File: src/rtl/mc_ctrl_pkg.sv
package mc_ctrl_pkg;

    localparam int OP_W    = 6;
    localparam int STATE_W = 4;

    localparam logic [OP_W-1:0] OPC_ALU    = 6'b000000;
    localparam logic [OP_W-1:0] OPC_LOAD   = 6'b100011;
    localparam logic [OP_W-1:0] OPC_STORE  = 6'b101011;
    localparam logic [OP_W-1:0] OPC_BRANCH = 6'b000100;
    localparam logic [OP_W-1:0] OPC_JUMP   = 6'b000010;

    typedef enum logic [STATE_W-1:0] {
        ST_FETCH  = 4'd0,
        ST_DECODE = 4'd1,
        ST_ADDR   = 4'd2,
        ST_MEMRD  = 4'd3,
        ST_LDWB   = 4'd4,
        ST_MEMWR  = 4'd5,
        ST_EXEC   = 4'd6,
        ST_ALUWB  = 4'd7,
        ST_BRANCH = 4'd8,
        ST_JUMP   = 4'd9
    } step_e;

    typedef enum logic [2:0] {
        CLS_LOAD,
        CLS_STORE,
        CLS_ALU,
        CLS_BRANCH,
        CLS_JUMP,
        CLS_OTHER
    } opclass_e;

    typedef struct packed {
        logic       pc_load;
        logic       pc_load_if_eq;
        logic       addr_sel_data;
        logic       mem_rd;
        logic       mem_wr;
        logic       instr_load;
        logic       wb_sel_mem;
        logic [1:0] pc_src;
        logic [1:0] alu_mode;
        logic [1:0] alu_b_sel;
        logic       alu_a_sel;
        logic       rf_wr;
        logic       rf_dst_sel;
    } ctrl_t;

    function automatic opclass_e classify(input logic [OP_W-1:0] op);
        case (op)
            OPC_LOAD:   return CLS_LOAD;
            OPC_STORE:  return CLS_STORE;
            OPC_ALU:    return CLS_ALU;
            OPC_BRANCH: return CLS_BRANCH;
            OPC_JUMP:   return CLS_JUMP;
            default:    return CLS_OTHER;
        endcase
    endfunction

endpackage

File: src/rtl/ctrl_op_classify.sv
module ctrl_op_classify
    import mc_ctrl_pkg::*;
(
    input  logic [OP_W-1:0] opcode,
    output opclass_e        op_class
);
    always_comb op_class = classify(opcode);
endmodule

File: src/rtl/ctrl_next_state.sv
module ctrl_next_state
    import mc_ctrl_pkg::*;
(
    input  step_e    cur,
    input  opclass_e op_class,
    output step_e    nxt
);
    always_comb begin
        nxt = ST_FETCH;
        case (cur)
            ST_FETCH:  nxt = ST_DECODE;
            ST_DECODE: begin
                case (op_class)
                    CLS_LOAD, CLS_STORE: nxt = ST_ADDR;
                    CLS_ALU:             nxt = ST_EXEC;
                    CLS_BRANCH:          nxt = ST_BRANCH;
                    CLS_JUMP:            nxt = ST_JUMP;
                    default:             nxt = ST_FETCH;
                endcase
            end
            ST_ADDR:   nxt = (op_class == CLS_STORE) ? ST_MEMWR : ST_MEMRD;
            ST_MEMRD:  nxt = ST_LDWB;
            ST_EXEC:   nxt = ST_ALUWB;
            default:   nxt = ST_FETCH;
        endcase
    end
endmodule

File: src/rtl/ctrl_state_reg.sv
module ctrl_state_reg
    import mc_ctrl_pkg::*;
(
    input  logic  clk,
    input  logic  rst,
    input  step_e nxt,
    output step_e cur
);
    always_ff @(posedge clk) begin
        if (rst) cur <= ST_FETCH;
        else     cur <= nxt;
    end
endmodule

File: src/rtl/ctrl_out_decode.sv
module ctrl_out_decode
    import mc_ctrl_pkg::*;
(
    input  step_e cur,
    output ctrl_t ctl
);
    always_comb begin
        ctl = '0;
        case (cur)
            ST_FETCH: begin
                ctl.mem_rd     = 1'b1;
                ctl.instr_load = 1'b1;
                ctl.pc_load    = 1'b1;
                ctl.alu_b_sel  = 2'b01;
            end
            ST_DECODE: ctl.alu_b_sel = 2'b11;
            ST_ADDR: begin
                ctl.alu_a_sel = 1'b1;
                ctl.alu_b_sel = 2'b10;
            end
            ST_MEMRD: begin
                ctl.mem_rd        = 1'b1;
                ctl.addr_sel_data = 1'b1;
            end
            ST_LDWB: begin
                ctl.rf_wr      = 1'b1;
                ctl.wb_sel_mem = 1'b1;
            end
            ST_MEMWR: begin
                ctl.mem_wr        = 1'b1;
                ctl.addr_sel_data = 1'b1;
            end
            ST_EXEC: begin
                ctl.alu_a_sel = 1'b1;
                ctl.alu_mode  = 2'b10;
            end
            ST_ALUWB: begin
                ctl.rf_wr      = 1'b1;
                ctl.rf_dst_sel = 1'b1;
            end
            ST_BRANCH: begin
                ctl.alu_a_sel     = 1'b1;
                ctl.alu_mode      = 2'b01;
                ctl.pc_load_if_eq = 1'b1;
                ctl.pc_src        = 2'b01;
            end
            ST_JUMP: begin
                ctl.pc_load = 1'b1;
                ctl.pc_src  = 2'b10;
            end
            default: ctl = '0;
        endcase
    end
endmodule

File: src/rtl/mc_seq_ctrl.sv
module mc_seq_ctrl
    import mc_ctrl_pkg::*;
(
    input  logic            clk,
    input  logic            rst,
    input  logic [OP_W-1:0] opcode,
    output logic            pc_load,
    output logic            pc_load_if_eq,
    output logic            addr_sel_data,
    output logic            mem_rd,
    output logic            mem_wr,
    output logic            instr_load,
    output logic            wb_sel_mem,
    output logic [1:0]      pc_src,
    output logic [1:0]      alu_mode,
    output logic [1:0]      alu_b_sel,
    output logic            alu_a_sel,
    output logic            rf_wr,
    output logic            rf_dst_sel
);
    opclass_e op_class;
    step_e    cur_step;
    step_e    nxt_step;
    ctrl_t    ctl;

    ctrl_op_classify u_cls (.opcode(opcode), .op_class(op_class));
    ctrl_next_state  u_nxt (.cur(cur_step), .op_class(op_class), .nxt(nxt_step));
    ctrl_state_reg   u_reg (.clk(clk), .rst(rst), .nxt(nxt_step), .cur(cur_step));
    ctrl_out_decode  u_dec (.cur(cur_step), .ctl(ctl));

    assign pc_load       = ctl.pc_load;
    assign pc_load_if_eq = ctl.pc_load_if_eq;
    assign addr_sel_data = ctl.addr_sel_data;
    assign mem_rd        = ctl.mem_rd;
    assign mem_wr        = ctl.mem_wr;
    assign instr_load    = ctl.instr_load;
    assign wb_sel_mem    = ctl.wb_sel_mem;
    assign pc_src        = ctl.pc_src;
    assign alu_mode      = ctl.alu_mode;
    assign alu_b_sel     = ctl.alu_b_sel;
    assign alu_a_sel     = ctl.alu_a_sel;
    assign rf_wr         = ctl.rf_wr;
    assign rf_dst_sel    = ctl.rf_dst_sel;

    // reset always lands in fetch
    a_r1_reset_to_fetch: assert property (@(posedge clk)
        rst |=> (instr_load && mem_rd && pc_load));

    // fetch is always followed by decode
    a_r2_fetch_then_decode: assert property (@(posedge clk) disable iff (rst)
        instr_load |=> (alu_b_sel == 2'b11 && !instr_load));

    // any register write step is the last one
    a_r6_wb_returns: assert property (@(posedge clk) disable iff (rst)
        rf_wr |=> instr_load);

    // store write returns to fetch
    a_r7_store_returns: assert property (@(posedge clk) disable iff (rst)
        mem_wr |=> instr_load);

    // branch returns to fetch
    a_r9_branch_returns: assert property (@(posedge clk) disable iff (rst)
        pc_load_if_eq |=> instr_load);

    // undefined opcode in decode goes back to fetch
    a_r12_undefined_returns: assert property (@(posedge clk) disable iff (rst)
        (cur_step == ST_DECODE && op_class == CLS_OTHER) |=> (cur_step == ST_FETCH));

    // memory is never read and written together
    a_r6_no_rd_wr_clash: assert property (@(posedge clk) disable iff (rst)
        !(mem_rd && mem_wr));
endmodule

File: config.mk
export PLATFORM = sky130hd
export DESIGN_NAME = mc_seq_ctrl
export DESIGN_NICKNAME = d
export VERILOG_FILES = /design/src/rtl/mc_ctrl_pkg.sv /design/src/rtl/ctrl_op_classify.sv /design/src/rtl/ctrl_next_state.sv /design/src/rtl/ctrl_state_reg.sv /design/src/rtl/ctrl_out_decode.sv /design/src/rtl/mc_seq_ctrl.sv
export SDC_FILE = /design/constraint.sdc
export NUM_CORES = 1
export LEC_CHECK = 0
export BUFFER_PORTS_ARGS = -buffer_cell sky130_fd_sc_hd__buf_2
export CAP_MARGIN = 20
export CORE_AREA = 5 5 42 44
export CTS_CLUSTER_DIAMETER = 100
export DETAILED_ROUTE_END_ITERATION = 8
export DIE_AREA = 0 0 47 49
export HOLD_SLACK_MARGIN = 0.08
export SYNTH_ARGS = -nofsm -noshare
export SYNTH_HDL_FRONTEND = slang
export SYNTH_SLANG_ARGS = --single-unit
File: constraint.sdc
create_clock -name clk -period 2.5 [get_ports clk]
set_clock_uncertainty 0.1 [all_clocks]
set_input_delay 0.25 -clock clk [delete_from_list [all_inputs] [get_ports clk]]
set_output_delay 0.25 -clock clk [all_outputs]
set_load 0.01 [all_outputs]
# Yosys cells after proc, flatten, opt, wreduce, memory -nomap -nowiden
# Index checks and enable logic that the tools add are counted.
# op_classes
n_addsub,0
multipliers,0
div_mod_pow,0
n_lt_le_gt_ge,0
eq_ne,17
n_shift,0
muxes,17
bitwise_logic,0
n_reduce_logical,9
# op_table
op,n
$pmux 4 s5,1
$eq 4x3->1 const B,4
$pmux 4 s4,1
$pmux 3 s5,1
$eq 6x6->1 const B,2
$mux 1,10
$reduce_or 2->1,5
$eq 4x2->1 const B,2
$eq 4x4->1 const B,2
$pmux 2 s2,2
$eq 3x2->1 const B,2
$eq 6x2->1 const B,1
$eq 6x3->1 const B,1
$logic_not 6->1,1
$pmux 2 s3,1
$eq 4x1->1 const B,1
$logic_not 4->1,1
$eq 3x1->1 const B,1
$eq 3x3->1 const B,1
$logic_not 3->1,1
$mux 3,1
$reduce_or 3->1,1
# totals
reg_bits,4
latchBits,0
ram_bits,0
rom_bits,0
input_bits,8
output_inout_bits,16
wordCells,44
memories,0

# Logic depth before layout (Yosys ltp)
# depth
ltp_word,6
mapped_depth,4
depth_no_buf,3

# By module
# Synthesis repeated with hierarchy kept, for this count alone.
# unflattened
cells_unflattened,63
area_unflattened_um2,485.5
# by_module_without_submodules
mod,instances,cells_per_inst,area_per_inst_um2,seq_area_each_um2
ctrl_out_decode,1,27,180.2,0.0
ctrl_next_state,1,20,146.4,0.0
ctrl_state_reg,1,8,105.1,80.1
ctrl_op_classify,1,8,53.8,0.0

# Least setup slack after synthesis
# OpenSTA, ideal clock, no wires.
# synth_path
path_kind,reg2out
from,register u_reg.cur[0]
to,output port alu_a_sel
arrival_time_ns,1.086
t_required_ns,2.150
path_slack_ns,1.064
stages_incl_launch_ff,4
n_path_buf,1
path_cell_list,dfxtp_1 > buf_2 > nor3_1 > o21bai_1
# synth_via
elab_chain_len,3
word_cells_on_any_way,5
cone_classes,eq/ne (3); mux (1); reduce/logical (1)
# synth_lines
item,line_no,text
"start, declared",ctrl_state_reg.sv:7,output step_e cur
"start signal, assigned",ctrl_state_reg.sv:11,else cur <= nxt;
$eq 4x3->1 (tied with other cells),ctrl_out_decode.sv:9,case (cur)
$reduce_or 3->1 (no line) *,-,
$mux 1 *,ctrl_out_decode.sv:9,
"end, declared",mc_seq_ctrl.sv:17,"output logic alu_a_sel,"
# Mark *: on every way between the ends. The rest lies on a longest branch, timed or not.

# Worst setup path after layout
# layout_path
from,register u_reg.cur[3]
to,output port alu_a_sel
# Same word-level chain as after synthesis.

==> qor.yml <==
power_and_ir_drop:
  cellPowerDensity_mw_per_mm2: 361
  static_leakage_nw: 0.233
  ir_worst_vdd_mv: 0.244
  p_total_mw: 0.189
worst_setup_path:
  reg2reg_to: "u_reg.cur[2]"
  crit_chain: "nand2b_1 -> nor3_1 -> o21bai_1 -> buf_2"
  crit_slowest_cell: "dfxtp_1"
  worst_ep_arrival_time_ps: 1560
  critical_path_required_ps: 2150
  worst-path-buf-inv: 1
  worstSetupStartpointType: "register"
  critPathLaunch: "u_reg.cur[3]"
  timing.critical_path.to_type: "output pin"
  timing.critical_path.slowest_cell_delay_ps: 630
  crit_end: "alu_a_sel"
  timing.rr.start: "u_reg.cur[1]"
  rr_worst_depth: 3
  worstPathMaxFanout: 16
  family_of_cells_with_the_greatest_summed_delay_on_the_critical_path: "flip-flops"
  reg2reg_slack_ps: 1080
  path_depth: 4
  path_class: "reg -> out"
die:
  die_height_um: 49
  die_area_mm2: 0.00230
  initial_utilization_pct: 28.0
  io_pins: 24
  floorplan.die.width_um: 47
  core_mm2: 0.00140
  core_rows: 14
finish:
  diodes: 0
  final_nets: 85
  largest_reg_flops: 4
  area.growth.synth_to_final_pct: 33.1
  registers.top_by_ff_count: "u_reg.cur"
  layout_cell_share_with_drive_strength_beyond_1_pct: 37.3
  layout_top_registers: "u_reg.cur x4"
cts:
  ctsHoldBuffers: 0
  cts_tree: "done"
  cts.root.buffer_cell: "clkbuf_4"
  maximum_number_of_buffers_from_clock_root_to_sink: 2
  cts_sinks: 4
  number_of_cts_inserted_buffers: 3
  post_cts_buffers: 0
  ctsHtreeMaxLevel: 1
  cts_repair_resize_count: 0
  clock_latency_ps: 230
  clock_transition_at_the_register_clock_pins_on_the_worst_setup_and_hold_paths_after_cts_ps: 40
route:
  viasPerCell: 5.29
  vias: 481
  drt_drc_violations_left: 0
  dr.first_iter.drc_count: 6
  routed_wirelength_normalized_by_instance_count_um: 12.0
  drt_pre_antenna_iters: 4
  wl_mm: 1.09
  detail-route-antenna-nets: 0
grt:
  grt-ovfl-total: 0
  grt_antenna_before_repair: 0
  grt_start_max_net_pins: 17
  grtUsageTotal_pct: 9.63
  global_route_wire_length_before_repair_mm: 1.71
  grt_pass1_vias: 399
min_path:
  min-delay-start: "opcode[1]"
  hp_class: "in -> reg"
sta:
  min_tclk_post_route_ps: 1910
  worst_slew_pin_slew_ps: 517
  timing.final.max_slew_violations: 0
  slew_headroom_pct: 65.5
  fmaxAchievable_ghz: 0.523
  tns_ps: 0
  period_share_pct: 76.4
  setup_viol: 0
  grt_setup_unrepaired: "no"
  finalHoldViolCount: 0
outcome:
  outcome: "complete, no violations"
logic_synthesis:
  async_s_r_ff_share_synth_pct: 0
  synthesis.area_per_instance_um2: 7.28
  netlist.top_cell.by_area: "dfxtp_1"
  synthesis.nets: 62
  top_post_synthesis_cells_by_area: "dfxtp_1 (20%), nor3_1 (10%), nor2_1 (5.7%), buf_2 (5.1%), nand2b_1 (4.8%)"
  number_of_flops_mapped_to_enable_cells_by_yosys: 0
  yosys_warnings: 0
  dominantRegCellSynth: "dfxtp_1"
  netlist_area_um2: 393
  synth.distinct_cells: 27
  ys_seq_area_share_pct: 20.4
  post_synthesis_cell_count: 54
  synth-seq-cells: 4
  synth.top_cell.area_share_pct: 20.4
run:
  drv.max_cap_violation_count: 0
place:
  hpwl_after_detailed_placement_um: 846
  port_buffers: 23
  globalplace.congestion: 0.893
-- cells by family (layout without fill, tap and decap cells) --
group           Yosys count  after routing  share of synthesized area (%)
compound gates           12             12                           22.0
buf+inv                   7             28                           8.92
flops                     4              4                           20.4
xor+xnor                  2              2                           4.46
simple gates             29             29                           44.3
-- area by class of cell --
type	instances	area, um2
clock buffer	3	22.5
fill	164	878
multi-input combinational	43	278
timing repair buffer	23	115
sequential	4	80.1
tap	16	20.0
inverter	2	7.51
-- layout by cell type, fill, tap and decap left out --
| cell type | instances |
|---|---|
| a2111o_1 | 1 |
| a211o_1 | 2 |
| a211oi_1 | 1 |
| a21oi_1 | 3 |
| a311oi_1 | 1 |
| and3_1 | 1 |
| and4_1 | 1 |
| buf_2 | 23 |
| clkbuf_4 | 3 |
| dfxtp_1 | 4 |
| inv_1 | 2 |
| nand2_1 | 1 |
| nand2b_1 | 3 |
| nand2b_2 | 1 |
| nand4_1 | 2 |
| nor2_1 | 6 |
| nor3_1 | 8 |
| nor3b_1 | 1 |
| nor4_1 | 2 |
| nor4b_1 | 2 |
| nor4b_2 | 1 |
| o211ai_1 | 1 |
| o21ai_0 | 1 |
| o21bai_1 | 1 |
| o22ai_1 | 1 |
| xnor2_1 | 1 |
| xor2_1 | 1 |
-- where the power goes --
part / internal (mW) / switching (mW) / total [mW]
combinational: 0.0198 / 0.0214 / 0.0412
sequential: 0.0659 / 0.00535 / 0.0713
clock: 0.0534 / 0.0227 / 0.0761
-- layer usage --
layer / wire length, um / share of wire, % / GRT usage [%]
met1: 532 / 49 / 14.4
met2: 424 / 39 / 12.4
met3: 135 / 12 / 3.69
met4: 0 / 0 / 2.76
met5: 0 / 0 / 0
-- cell usage after synthesis, types with 2 or more instances --
master and count:
nor3_1 8, dfxtp_1 4, nand4_1 2, nor4b_1 2, a211o_1 2, nor2_1 6
nor4_1 2, nand2b_1 3, a21oi_1 3, buf_2 4, inv_1 2
-- worst min-delay path by stage --
stage | to | slack, ps | cells after the start
2_1_floorplan | u_reg.cur[0] | 300 | 2
3_3_place_gp | u_reg.cur[0] | 480 | 3
3_5_place_dp | u_reg.cur[2] | 480 | 3
4_1_cts | u_reg.cur[0] | 230 | 3
5_1_grt | u_reg.cur[0] | 250 | 3
6_report | u_reg.cur[0] | 240 | 3
-- per-stage QoR --
step | utilization (%) | instances | hold slack, ps | cell area, um2 | setup slack, ps
floorplan | - | 54 | 303 | 393 | 1060
global placement | 35.7 | 88 | 479 | 500 | 916
detailed placement | 35.7 | 88 | 479 | 500 | 822
CTS | 37.3 | 91 | 233 | 523 | 572
global route | 37.3 | 91 | 246 | 523 | 357
finish | 37.3 | 91 | 243 | 523 | 590
-- tightest hold or removal path, cell delays in order --
cell and delay, ps:
buf_2 130, nand4_1 70, a21oi_1 60
No activity file was read; power rests on OpenSTA's default activity.
